--- src/rtl/mini_alu_pkg.sv ---
package mini_alu_pkg;

  localparam int OP_W = 4;

  typedef enum logic [OP_W-1:0] {
    OP_ADD_B = 4'd0,
    OP_ADD_M = 4'd1,
    OP_SUB_B = 4'd2,
    OP_SUB_M = 4'd3,
    OP_INV_A = 4'd4,
    OP_INV_B = 4'd5,
    OP_INV_M = 4'd6,
    OP_AND_B = 4'd7,
    OP_AND_M = 4'd8,
    OP_OR_B  = 4'd9,
    OP_OR_M  = 4'd10,
    OP_XOR_B = 4'd11,
    OP_XOR_M = 4'd12
  } alu_op_e;

  typedef enum logic [1:0] {
    CLS_NONE  = 2'd0,
    CLS_ARITH = 2'd1,
    CLS_LOGIC = 2'd2
  } alu_class_e;

  typedef enum logic [1:0] {
    LF_INV = 2'd0,
    LF_AND = 2'd1,
    LF_OR  = 2'd2,
    LF_XOR = 2'd3
  } logic_fn_e;

  typedef struct packed {
    alu_class_e cls;
    logic       sel_m;
    logic       is_sub;
    logic_fn_e  lfn;
    logic       inv_a;
  } alu_ctrl_t;

endpackage

--- src/rtl/mini_alu_decode.sv ---
module mini_alu_decode
  import mini_alu_pkg::*;
(
  input  logic [OP_W-1:0] op,
  output alu_ctrl_t       ctrl
);

  always_comb begin
    ctrl = '{cls: CLS_NONE, sel_m: 1'b0, is_sub: 1'b0, lfn: LF_INV, inv_a: 1'b0};
    case (alu_op_e'(op))
      OP_ADD_B: ctrl.cls = CLS_ARITH;
      OP_ADD_M: begin ctrl.cls = CLS_ARITH; ctrl.sel_m = 1'b1; end
      OP_SUB_B: begin ctrl.cls = CLS_ARITH; ctrl.is_sub = 1'b1; end
      OP_SUB_M: begin ctrl.cls = CLS_ARITH; ctrl.is_sub = 1'b1; ctrl.sel_m = 1'b1; end
      OP_INV_A: begin ctrl.cls = CLS_LOGIC; ctrl.inv_a = 1'b1; end
      OP_INV_B: ctrl.cls = CLS_LOGIC;
      OP_INV_M: begin ctrl.cls = CLS_LOGIC; ctrl.sel_m = 1'b1; end
      OP_AND_B: begin ctrl.cls = CLS_LOGIC; ctrl.lfn = LF_AND; end
      OP_AND_M: begin ctrl.cls = CLS_LOGIC; ctrl.lfn = LF_AND; ctrl.sel_m = 1'b1; end
      OP_OR_B:  begin ctrl.cls = CLS_LOGIC; ctrl.lfn = LF_OR; end
      OP_OR_M:  begin ctrl.cls = CLS_LOGIC; ctrl.lfn = LF_OR; ctrl.sel_m = 1'b1; end
      OP_XOR_B: begin ctrl.cls = CLS_LOGIC; ctrl.lfn = LF_XOR; end
      OP_XOR_M: begin ctrl.cls = CLS_LOGIC; ctrl.lfn = LF_XOR; ctrl.sel_m = 1'b1; end
      default:  ctrl.cls = CLS_NONE;
    endcase
  end

endmodule

--- src/rtl/mini_alu_arith.sv ---
module mini_alu_arith #(
  parameter int W = 4
) (
  input  logic [W-1:0] a,
  input  logic [W-1:0] opnd,
  input  logic         is_sub,
  output logic [W-1:0] res
);

  logic [W-1:0] sum;
  logic [W-1:0] diff;

  assign sum  = a + opnd;
  assign diff = a - opnd;
  assign res  = is_sub ? diff : sum;

  logic [W-1:0] back_add;
  logic [W-1:0] back_sub;
  assign back_add = res - opnd;
  assign back_sub = res + opnd;

  always_comb begin
    if (!is_sub) begin
      assert_sum_inverts_R1: assert (back_add == a)
        else $error("sum does not invert back to first operand");
    end else begin
      assert_diff_inverts_R2: assert (back_sub == a)
        else $error("difference does not invert back to first operand");
    end
  end

endmodule

--- src/rtl/mini_alu_logic.sv ---
module mini_alu_logic
  import mini_alu_pkg::*;
#(
  parameter int W = 4
) (
  input  logic [W-1:0] a,
  input  logic [W-1:0] opnd,
  input  logic_fn_e    lfn,
  input  logic         inv_a,
  output logic [W-1:0] res
);

  logic [W-1:0] inv_src;
  assign inv_src = inv_a ? a : opnd;

  always_comb begin
    case (lfn)
      LF_AND:  res = a & opnd;
      LF_OR:   res = a | opnd;
      LF_XOR:  res = a ^ opnd;
      default: res = ~inv_src;
    endcase
  end

  always_comb begin
    case (lfn)
      LF_AND: assert_and_subset_R4: assert (((res & ~a) == '0) && ((res & ~opnd) == '0))
                else $error("AND result has a bit set outside an operand");
      LF_OR:  assert_or_superset_R5: assert (((res & a) == a) && ((res & opnd) == opnd))
                else $error("OR result lost an operand bit");
      LF_XOR: assert_xor_undo_R6: assert ((res ^ opnd) == a)
                else $error("XOR result does not cancel");
      default: assert_inv_disjoint_R3: assert (((res & inv_src) == '0) && ((res | inv_src) == '1))
                else $error("inverse overlaps its source");
    endcase
  end

endmodule

--- src/rtl/mini_alu.sv ---
module mini_alu
  import mini_alu_pkg::*;
#(
  parameter int W = 4
) (
  input  logic [W-1:0]    a,
  input  logic [W-1:0]    b,
  input  logic [W-1:0]    m,
  input  logic [OP_W-1:0] op,
  output logic [W-1:0]    r
);

  localparam logic [OP_W-1:0] LAST_DEFINED = OP_XOR_M;

  alu_ctrl_t    ctrl;
  logic [W-1:0] opnd;
  logic [W-1:0] arith_res;
  logic [W-1:0] logic_res;

  mini_alu_decode u_decode (
    .op   (op),
    .ctrl (ctrl)
  );

  assign opnd = ctrl.sel_m ? m : b;

  mini_alu_arith #(.W(W)) u_arith (
    .a      (a),
    .opnd   (opnd),
    .is_sub (ctrl.is_sub),
    .res    (arith_res)
  );

  mini_alu_logic #(.W(W)) u_logic (
    .a     (a),
    .opnd  (opnd),
    .lfn   (ctrl.lfn),
    .inv_a (ctrl.inv_a),
    .res   (logic_res)
  );

  always_comb begin
    case (ctrl.cls)
      CLS_ARITH: r = arith_res;
      CLS_LOGIC: r = logic_res;
      default:   r = '0;
    endcase
  end

  always_comb begin
    if (op > LAST_DEFINED) begin
      assert_reserved_zero_R7: assert (r == '0)
        else $error("reserved code produced a nonzero result");
    end
  end

endmodule

--- config.mk ---
export PLATFORM = sky130hd
export DESIGN_NAME = mini_alu
export DESIGN_NICKNAME = d
export VERILOG_FILES = /design/src/rtl/mini_alu_pkg.sv /design/src/rtl/mini_alu_decode.sv /design/src/rtl/mini_alu_arith.sv /design/src/rtl/mini_alu_logic.sv /design/src/rtl/mini_alu.sv
export SDC_FILE = /design/constraint.sdc
export NUM_CORES = 1
export LEC_CHECK = 0
export BUFFER_PORTS_ARGS = -buffer_cell sky130_fd_sc_hd__buf_2
export CELL_PAD_IN_SITES_DETAIL_PLACEMENT = 0
export CELL_PAD_IN_SITES_GLOBAL_PLACEMENT = 2
export CORE_MARGIN = 2
export CORE_UTILIZATION = 35
export DETAILED_ROUTE_END_ITERATION = 10
export GPL_TIMING_DRIVEN = 0
export PLACE_DENSITY_LB_ADDON = 0.1
export SLEW_MARGIN = 20
export SYNTH_ARGS = -nofsm -noshare
export SYNTH_HDL_FRONTEND = slang
export SYNTH_HIERARCHICAL = 1
export SYNTH_SLANG_ARGS = --single-unit
--- constraint.sdc ---
create_clock -name vclk -period 6
set_clock_uncertainty 0.05 [all_clocks]
set_input_delay 0.9 -clock vclk [all_inputs]
set_output_delay 0.9 -clock vclk [all_outputs]
set_load 0.02 [all_outputs]
After elaboration in Yosys (flattened, before gate mapping)
Index checks and enable logic that the tools add are counted.

Register bits: 0. Bits of input ports: 16. Output and inout port bits: 4. Logic and storage cells: 41.

Add/subtract/negate cells: 2. Equal/unequal tests: 17. Mux-type cells: 10. Bitwise logic cells: 4. Reductions and logical operators: 8.

Operators with widths (number): $eq 4x4->1 const B (5); $eq 4x3->1 const B (4); $mux 4 (3); $pmux 4 s3 (1); $reduce_or 9->1 (1); $eq 4x2->1 const B (2); $pmux 4 s2 (1); $reduce_or 2->1 (4); $eq 2x2->1 const B (3); $pmux 2 s3 (1); $reduce_or 6->1 (1); $add 4x4->4 (1); $and 4x4->4 (1); $eq 2x1->1 const B (2); $eq 4x1->1 const B (1); $logic_not 4->1 (1); $not 4->4 (1); $or 4x4->4 (1); $pmux 2 s2 (1); $reduce_or 4->1 (1); $sub 4x4->4 (1); $xor 4x4->4 (1); $mux 1 (3).

Longest topological paths before layout
Gate-level depths: netlist of the first run.

Depth after elaboration: 8. Gate-level depth with buffers: 14. Depth with buffers taken out: 13.

Hierarchy
The synthesis of the first run kept the hierarchy.

By module, submodules not included: mini_alu_logic (instances 1, cells each 29, area an instance 280.3 um2, seq. area each 0.0 um2); mini_alu_arith (instances 1, cells each 24, area an instance 185.2 um2, seq. area each 0.0 um2); mini_alu_decode (instances 1, cells each 18, area an instance 130.1 um2, seq. area each 0.0 um2); mini_alu (instances 1, cells each 16, area an instance 122.6 um2, seq. area each 0.0 um2).

Worst setup path after synthesis of the first run
OpenSTA, ideal clock, no wires.

Kind: in2out. From: input port op[3]. To: output port r[3]. Arrival time: 3.473 ns. Required time: 5.050 ns. Path slack: 1.577 ns. Cell stages on the path: 14. Path buffers: 1. Cells stage by stage: buf_6 and4bb_1 a221o_1 mux2_2 inv_1 ha_1 mux2_2 inv_1 ha_1 a21o_1 a21oi_1 xnor2_1 a22oi_1 nor2_1.

RTL lines: start: declaration (line mini_alu.sv:9) `input logic [OP_W-1:0] op,`; end: declaration (line mini_alu.sv:10) `output logic [W-1:0] r`.

==> results of run 1 <==
## cell type report
cell class,count,area [um2],area share
Multi-Input combinational cell,61,604.3,0.7177
Timing Repair Buffer,18,90.09,0.1070
Inverter,23,86.33,0.1025
Tap cell,27,33.78,0.04012
Buffer,3,27.53,0.03269
## cells in the mapped netlist, drive strengths merged
cell type	number
or3	1
o2bb2ai	1
a22oi	4
xor2	2
o21ai	1
and4bb	1
and2	1
o211a	1
buf	2
mux2	5
nor2	9
and3	1
mux4	4
fa	1
ha	14
nor3	1
nand2	1
a21o	1
inv	23
a21oi	1
mux2i	4
nor4	1
a221o	1
clkbuf	1
xnor2	5
## power breakdown
group / internal (mW) / leakage, nW / switching (mW) / total, mW
Sequential: 0 / 0 / 0 / 0
Combinational: 0.0433 / 0.457 / 0.0446 / 0.0880
Clock: 0 / 0 / 0 / 0
Total: 0.0433 / 0.457 / 0.0446 / 0.0880
## logic make-up (layout without fill, tap and decap cells)
kind of cell,after synthesis,count (layout)
xor gates and xnor gates,7,7
AOI/OAI and AO/OA,10,10
and+or+nand+nor,16,16
adders and majority gates,15,15
muxes,13,13
buffers and inverters,26,44
## through the flow
stage          cells  setup WS, ns  hold WS [ns]
2_1_floorplan     87         1.577         2.126
3_3_place_gp     132         1.432         2.396
3_5_place_dp     132         1.381         2.398
4_1_cts          132         1.379         2.401
5_1_grt          132         1.165         2.475
6_report         132         1.411         2.391
## worst max-delay path by stage
| stage | startpoint | to | slack, ns | cells after the start |
|---|---|---|---|---|
| floorplan | op[3] | r[3] | 1.58 | 14 |
| global placement | op[1] | r[3] | 1.43 | 15 |
| detailed placement | op[1] | r[3] | 1.38 | 15 |
| CTS | op[1] | r[3] | 1.38 | 15 |
| global route | op[1] | r[3] | 1.16 | 15 |
| finish | op[1] | r[3] | 1.41 | 15 |
## metal layers
layer  vias up  wire length [um]  global-route usage
li1        329                 -                   -
met3         0                25                   0
met2         9               672              0.2275
met4         0                 0                   0
met5         -                 0                   0
met1       262               731              0.1788
## critical path: stages
cell and delay, ns:
sky130_fd_sc_hd__buf_2 0.14, sky130_fd_sc_hd__and4bb_1 0.20, sky130_fd_sc_hd__a221o_1 0.35, sky130_fd_sc_hd__mux2_2 0.34
sky130_fd_sc_hd__inv_1 0.06, sky130_fd_sc_hd__ha_1 0.28, sky130_fd_sc_hd__mux2_2 0.29, sky130_fd_sc_hd__inv_1 0.06
sky130_fd_sc_hd__ha_1 0.22, sky130_fd_sc_hd__a21o_1 0.15, sky130_fd_sc_hd__a21oi_1 0.17, sky130_fd_sc_hd__xnor2_1 0.14
sky130_fd_sc_hd__a22oi_1 0.08, sky130_fd_sc_hd__nor2_1 0.09, sky130_fd_sc_hd__buf_2 0.17
==> reports/metrics.csv, run 1 <==
stage;metric;value;unit
detailed_routing;wl_per_cell;10.83;um
hold_path;timing.hold.worst_endpoint;r[2];
detailed_routing;drt-total-wl;1429;um
logic_synthesis;synth_compound_gate_area_share;0.1063;
floorplanning;die_height;49.30;um
timing;final-hold-violation-count;0;
logic_synthesis;fraction_of_the_mapped_netlist_area_in_simple_logic_gates;0.1185;
floorplanning;io-pin-count;20;
setup_path;setup.worst_path.class;input port to primary output;
logic_synthesis;synth_xor_area_frac;0.08537;
timing;tightest_slew;0.5941;ns
detailed_routing;antenna_left;0;
layout;fin_nets;138;
layout;layout-drive-gt1-share;0.2952;
logic_synthesis;netlist_instances;87;
floorplanning;initial_core_util;0.3698;
timing;min_period_over_period;0.7649;
hold_path;hold_wc_path_type;input port to primary output;
pwr;ir_drop;37.34;uV
place;postPlaceCellArea;842.1;um2
pwr;total_leakage_power;0.4568;nW
layout;leading_cell_types_in_the_layout_fill_and_taps_excluded;23 x sky130_fd_sc_hd__inv_1, 18 x sky130_fd_sc_hd__buf_2, 14 x sky130_fd_sc_hd__ha_1, 9 x sky130_fd_sc_hd__nor2_1;
timing;final-max-slew-violation-count;0;
clocking;post_cts.resized_instances;0;
layout;ff_latch_area;0;um2
layout;stdcell_area;842.1;um2
detailed_routing;drc;0;
timing;post-route-min-period;4.589;ns
clocking;hold_buffers;0;
layout;layout.sequential_cells;0;
layout;clockBufferCount;0;
setup_path;startpoint_type_of_the_worst_setup_path;input port;
global_routing;grt_pass1_wl;2553;um
setup_path;crit_path_end_kind;primary output;
global_routing;globalRouteTotalUtil;0.1264;
detailed_routing;drt-vias-per-instance;4.545;
logic_synthesis;synthesis_warning_total;6;
setup_path;required;5.05;ns
logic_synthesis;post_synth_num_cell_types;25;
setup_path;cp_data_arrival_time;3.64;ns
floorplanning;die-area;0.002430;mm2
setup_path;crit_path_max_fanout;8;
logic_synthesis;netlist_area;718.2;um2
timing;setup_violations;0;
logic_synthesis;postSynthAreaPerCell;8.255;um2
timing;grt_setup_unrepaired;false;
clocking;post_cts.repair.setup_buffers;0;
logic_synthesis;netlist.top_cell.by_area;sky130_fd_sc_hd__ha_1;
status;run_status;completed;
layout;antenna_cells;0;
logic_synthesis;yosysTopAreaCellShare;0.2439;
logic_synthesis;synthesis.nets;118;
layout;fillers;220;
global_routing;grt_max_degree;10;
global_routing;grt_antenna_before_repair;0;
global_routing;via_count_of_the_first_global_routing_pass;586;
place;gp_routability_congestion;0.7177;
detailed_routing;detail_route.first_pass.iterations;1;
timing;max_clock_freq;217.9;MHz
floorplanning;design.core.area;0.001942;mm2
pwr;power.total;0.08798;mW
layout;postLayoutCoreUtil;0.4336;
logic_synthesis;synth_area_leaders;sky130_fd_sc_hd__ha_1 24%, sky130_fd_sc_hd__mux4_2 13%, sky130_fd_sc_hd__inv_1 12%, sky130_fd_sc_hd__mux2_2 7.8%, sky130_fd_sc_hd__xnor2_1 6.1%;
logic_synthesis;muxShareOfSynthArea;0.2596;
floorplanning;num_rows;16;
timing;slew_headroom;0.6039;
logic_synthesis;synth_seq_area_share;0;
detailed_routing;vias;600;
detailed_routing;initialDrtViolationCount;0;
layout;layout-area-overhead-vs-synth;17.25;%
hold_path;hold_path_startpoint;op[3];
logic_synthesis;synth-adder-area-share;0.2718;
hold_path;min_path_cells;6;
layout;commonest_non_fill_non_tap_cell_in_the_layout;sky130_fd_sc_hd__inv_1;
place;port_buffers;18;
global_routing;grt-ovfl-total;0;
timing;tns;0;ns
job;max_cap_viol_count;0;
pwr;power.density_cell_area;104.5;mW/mm2
place;dp.final_hpwl;1240;um
logic_synthesis;synth_top_family_by_area;adder cells;
floorplanning;die-width;49.30;um
Note: power is estimated with default switching activity, not from simulation.
==> run 2, diff against run 1 <==
Settings changed: ABC_AREA from default to 1, CORE_ASPECT_RATIO from default to 1.75, CORE_UTILIZATION 35 to 25.
Clock period 6 ns to 4.2 ns, I/O delays scaled along.
==> reports/metrics.csv, run 2 <==
stage;metric;value;unit
floorplanning;die-width;49.13;um
floorplanning;die_height;82.97;um
global_routing;grt_antenna_before_repair;0;
layout;leading_cell_types_in_the_layout_fill_and_taps_excluded;53 x sky130_fd_sc_hd__nand2_1, 40 x sky130_fd_sc_hd__inv_1, 20 x sky130_fd_sc_hd__buf_2, 18 x sky130_fd_sc_hd__nor2_1;
global_routing;grt_pass1_wl;3857;um
setup_path;crit_path_end_kind;primary output;
floorplanning;design.core.area;0.003398;mm2
place;gp_routability_congestion;0.7577;
logic_synthesis;synth_area_leaders;sky130_fd_sc_hd__nand2_1 23%, sky130_fd_sc_hd__ha_1 20%, sky130_fd_sc_hd__inv_1 17%, sky130_fd_sc_hd__nor2_1 8.0%, sky130_fd_sc_hd__nand3_1 7.9%;
logic_synthesis;post_synth_num_cell_types;20;
setup_path;cp_data_arrival_time;3.16;ns
timing;min_period_over_period;0.9152;
timing;tns;0;ns
detailed_routing;detail_route.first_pass.iterations;4;
detailed_routing;drc;0;
layout;stdcell_area;0.001107;mm2
place;port_buffers;20;
setup_path;critical_path.top_delay_family;buffers and inverters;
detailed_routing;initialDrtViolationCount;19;
logic_synthesis;synthTopCellsByCount;54 x sky130_fd_sc_hd__nand2_1, 40 x sky130_fd_sc_hd__inv_1, 19 x sky130_fd_sc_hd__nor2_1, 14 x sky130_fd_sc_hd__ha_1, 14 x sky130_fd_sc_hd__nand3_1;
setup_path;critical_path.cell_chain;buf_2 -> nor2_4 -> inv_1 -> nand2_1 -> o211ai_4 -> buf_4 -> o21ai_2 -> inv_1 -> ha_1 -> inv_1 -> o21ai_2 -> inv_1 -> ha_1 -> nand2_1 -> nor2_2 -> nor2_1 -> nand3_1 -> nand2_1 -> nand2_1 -> a21oi_1 -> buf_2;
detailed_routing;drt-total-wl;2195;um
logic_synthesis;synthesis_warning_total;6;
logic_synthesis;postSynthAreaPerCell;5.179;um2
timing;grt_setup_unrepaired;false;
detailed_routing;antenna_left;0;
floorplanning;num_rows;28;
status;run_status;completed;
layout;postLayoutCoreUtil;0.3258;
global_routing;globalRouteTotalUtil;0.1115;
setup_path;required;3.52;ns
layout;final_cells;240;
layout;layout.sequential_cells;0;
timing;final-hold-violation-count;0;
layout;layout-area-overhead-vs-synth;24.30;%
setup_path;crit_path_max_fanout;6;
floorplanning;die-area;0.004076;mm2
pwr;ir_drop;56.68;uV
detailed_routing;vias;1019;
setup_path;critPathMaxStageDelay;0.27;ns
layout;ff_latch_area;0;um2
layout;layout-drive-gt1-share;0.2000;
job;max_cap_viol_count;0;
logic_synthesis;yosysTopAreaCellShare;0.2275;
detailed_routing;wl_per_cell;9.146;um
place;worst_slack_placed;-0.4193;ns
timing;setup_ws;0.3560;ns
clocking;hold_buffers;0;
floorplanning;io-pin-count;20;
layout;antenna_cells;0;
pwr;power.total;0.1591;mW
pwr;power.density_cell_area;143.7;mW/mm2
logic_synthesis;synth_seq_area_share;0;
logic_synthesis;synthesis.nets;203;
timing;post-route-min-period;3.844;ns
logic_synthesis;netlist_area;890.9;um2
setup_path;setup.worst_path.class;input port to primary output;
setup_path;crit_slowest_cell;sky130_fd_sc_hd__ha_1;
place;placed_cells_incl_taps;237;
place;dp.final_hpwl;1963;um
floorplanning;initial_core_util;0.2622;
setup_path;critPathBufInv;7;
timing;setup_violations;0;
global_routing;via_count_of_the_first_global_routing_pass;858;
logic_synthesis;netlist_instances;172;
layout;clockBufferCount;0;
global_routing;grt-ovfl-total;0;
pwr;total_leakage_power;0.6607;nW
hold_path;hold_path_startpoint;a[0];
timing;final-max-slew-violation-count;0;
setup_path;startpoint_type_of_the_worst_setup_path;input port;
place;postPlaceCellArea;0.001047;mm2
setup_path;critPathLaunch;op[2];
timing;slew_headroom;0.6668;
global_routing;grt_max_degree;10;
layout;commonest_non_fill_non_tap_cell_in_the_layout;sky130_fd_sc_hd__nand2_1;
timing;hold-worst-slack;1.774;ns
timing;tightest_slew;0.4946;ns
timing;max_clock_freq;260.1;MHz
detailed_routing;drt-vias-per-instance;4.246;
logic_synthesis;netlist.top_cell.by_area;sky130_fd_sc_hd__nand2_1;
hold_path;hold_wc_path_type;input port to primary output;
logic_synthesis;synthMostInstantiatedCell;sky130_fd_sc_hd__nand2_1;
layout;fin_nets;228;
[run 2: worst min-delay path: cells and delay by family]
kind,cells,cell delay [ns]
buffers and inverters,2,0.26
and+or+nand+nor,3,0.18
AOI/OAI and AO/OA,2,0.13
[run 2: per-layer routing]
metal	up-vias	share of wire	GRT usage
li1	570	-	-
met1	433	0.41	0.1330
met2	16	0.56	0.2224
met3	0	0.031	0.005396
met4	0	0	0
met5	-	0	0
[run 2: cells by family (layout without fill, tap and decap cells)]
| logic type | count (synthesis) | in the layout | share of synthesized area |
|---|---|---|---|
| XOR/XNOR | 2 | 2 | 0.01967 |
| AO/OA/AOI/OAI | 17 | 17 | 0.1152 |
| buffers and inverters | 46 | 69 | 0.2177 |
| AND/OR/NAND/NOR | 92 | 92 | 0.4284 |
| adder cells (fa/ha/maj) | 15 | 15 | 0.2191 |
[run 2: final cells by class]
| class | instances | area (um2) |
|---|---|---|
| Fill cell | 408 | 2291 |
| Multi-Input combinational cell | 126 | 734.5 |
| Inverter | 43 | 166.4 |
| Timing Repair Buffer | 23 | 122.6 |
| Tap cell | 45 | 56.30 |
| Buffer | 3 | 27.53 |
[run 2: path summary, 6_finish.rpt]
| path | endpoint | depth (start not counted) |
|---|---|---|
| worst min-delay path | r[0] | 7 |
| worst max-delay path | r[3] | 21 |
[run 2: report_power, final]
group	switching, mW	internal [mW]	total [mW]
clock	0	0	0
sequential	0	0	0
combinational	0.0947	0.0645	0.159
total	0.0947	0.0645	0.159
[run 2: timing repair]
action                     CTS  global route
pin swaps                    1             1
setup buffers                1             2
resized for setup            5             7
setup endpoints to repair    3             3
==> run 3, diff against run 2 <==
Settings changed: CELL_PAD_IN_SITES_DETAIL_PLACEMENT 0 to default, CELL_PAD_IN_SITES_GLOBAL_PLACEMENT 2 to default, CORE_ASPECT_RATIO 1.75 to default, CORE_UTILIZATION 25 to 53, SKIP_LAST_GASP from default to 1.
==> reports/metrics.csv, run 3 (synthesis results as in run 2) <==
stage;metric;value;unit
global_routing;grt-ovfl-total;0;
floorplanning;design.core.area;0.001541;mm2
floorplanning;die-width;45;um
layout;commonest_non_fill_non_tap_cell_in_the_layout;sky130_fd_sc_hd__nand2_1;
detailed_routing;drt-vias-per-instance;4.837;
status;run_status;completed;
setup_path;required;3.52;ns
global_routing;grt_antenna_before_repair;0;
timing;slew_headroom;0.5800;
hold_path;min_path_cells;7;
layout;ff_latch_area;0;um2
setup_path;crit_path_max_fanout;7;
layout;layout-drive-gt1-share;0.1865;
layout;fin_nets;226;
detailed_routing;vias;1011;
timing;max_clock_freq;257.4;MHz
layout;fillers;160;
job;max_cap_viol_count;0;
timing;grt_setup_unrepaired;false;
layout;leading_cell_types_in_the_layout_fill_and_taps_excluded;54 x sky130_fd_sc_hd__nand2_1, 40 x sky130_fd_sc_hd__inv_1, 20 x sky130_fd_sc_hd__buf_2, 18 x sky130_fd_sc_hd__nor2_1;
pwr;register_share_of_total_power;0;
setup_path;crit_path_end_kind;primary output;
hold_path;hold_wc_path_type;input port to primary output;
detailed_routing;wl_per_cell;9.617;um
setup_path;cp_data_arrival_time;3.20;ns
place;port_buffers;20;
layout;layout.sequential_cells;0;
detailed_routing;initialDrtViolationCount;17;
pwr;cell_internal_pwr;0.06134;mW
setup_path;setup.worst_path.class;input port to primary output;
timing;setup_violations;0;
setup_path;critPathLaunch;op[2];
detailed_routing;detail_route.first_pass.iterations;4;
layout;antenna_cells;0;
floorplanning;die_height;45;um
setup_path;startpoint_type_of_the_worst_setup_path;input port;
global_routing;grt_pass1_wl;3318;um
pwr;p_clk_frac;0;
global_routing;via_count_of_the_first_global_routing_pass;850;
floorplanning;num_rows;14;
pwr;power_switching;0.09452;mW
place;dp.final_hpwl;1723;um
floorplanning;initial_core_util;0.5779;
detailed_routing;antenna_left;0;
timing;min_period_over_period;0.9250;
pwr;combinationalPowerShare;1.000;
place;gp_routability_congestion;0.8131;
global_routing;globalRouteTotalUtil;0.2104;
global_routing;grt_max_degree;10;
pwr;total_leakage_power;0.6483;nW
detailed_routing;drt-total-wl;2010;um
timing;final-max-slew-violation-count;0;
hold_path;hold_path_startpoint;a[0];
pwr;ir_drop;82.57;uV
layout;clockBufferCount;0;
pwr;power.density_cell_area;149.7;mW/mm2
floorplanning;die-area;0.002025;mm2
layout;layout-area-overhead-vs-synth;16.85;%
timing;post-route-min-period;3.885;ns
timing;final-hold-violation-count;0;
timing;tightest_slew;0.6235;ns
floorplanning;io-pin-count;20;
detailed_routing;drc;0;
pwr;power.total;0.1559;mW
timing;tns;0;ns
pwr;power.share.switching;0.6064;
run 3: changes by cell type in the layout (fill, tap and decap cells not counted), sizes merged:
cell	before	now
buf	25	23
run 3: path summary, 6_finish.rpt:
kind / to / slack (ns)
worst max-delay path: r[3] / 0.32
worst min-delay path: r[0] / 1.78
run 3: critical path: stages:
cell                       delay [ns]
sky130_fd_sc_hd__buf_2           0.14
sky130_fd_sc_hd__nor2_2          0.08
sky130_fd_sc_hd__inv_1           0.07
sky130_fd_sc_hd__nand2_1         0.09
sky130_fd_sc_hd__o211ai_4        0.28
sky130_fd_sc_hd__nand2_1         0.12
sky130_fd_sc_hd__o21ai_2         0.12
sky130_fd_sc_hd__inv_1           0.10
sky130_fd_sc_hd__ha_1            0.21
sky130_fd_sc_hd__nor2_1          0.14
sky130_fd_sc_hd__xnor2_1         0.15
sky130_fd_sc_hd__ha_1            0.29
sky130_fd_sc_hd__nand2_1         0.09
sky130_fd_sc_hd__nand2_1         0.05
sky130_fd_sc_hd__nor2_1          0.14
sky130_fd_sc_hd__nand3_1         0.09
sky130_fd_sc_hd__nand2_1         0.06
sky130_fd_sc_hd__nand2_1         0.05
sky130_fd_sc_hd__a21oi_1         0.13
sky130_fd_sc_hd__buf_2           0.17
run 3: layout make-up:
class | count | area, um2 | area share
well taps | 16 | 20.02 | 0.01923
inverters | 43 | 166.4 | 0.1599
repair buffers | 21 | 107.6 | 0.1034
plain buffers | 3 | 27.53 | 0.02644
multi-input cells | 126 | 719.4 | 0.6911
run 3: layer usage:
metal	routed length, um	global-route usage	up-vias
met5	0	0	-
met4	0	0.01765	0
met3	54	0.008000	0
met2	1021	0.4114	17
met1	935	0.2597	430
li1	-	-	564
run 3: per-stage QoR:
| stage | instances | hold WS, ns | worst slack [ns] | area, um2 | utilization |
|---|---|---|---|---|---|
| final | 209 | 1.779 | 0.3150 | 1041 | 0.6753 |
| after global routing | 209 | 1.818 | 0.005413 | 1041 | 0.6753 |
| after CTS | 208 | 1.783 | 0.05934 | 1018 | 0.6607 |
| after detailed placement | 208 | 1.777 | -0.1821 | 1011 | 0.6558 |
| after global placement | 208 | 1.770 | -0.1038 | 1011 | 0.6558 |
| after floorplan | 172 | 1.546 | 0.3166 | 890.9 | - |
run 3: power groups by stage:
stage,registers (mW),logic [mW],clock network (mW)
3_5_place_dp,0,0.150,0
2_1_floorplan,0,0.112,0
5_1_grt,0,0.178,0
4_1_cts,0,0.152,0
6_report,0,0.156,0
3_3_place_gp,0,0.141,0
run 3: repair_timing:
item / in CTS / in global routing
hold buffers: 0 / 0
pin swaps: 0 / 2
endpoints found under the setup margin: 1 / 2
setup buffers: 0 / 1
resized for setup: 4 / 4
endpoints found under the hold margin: 0 / 0
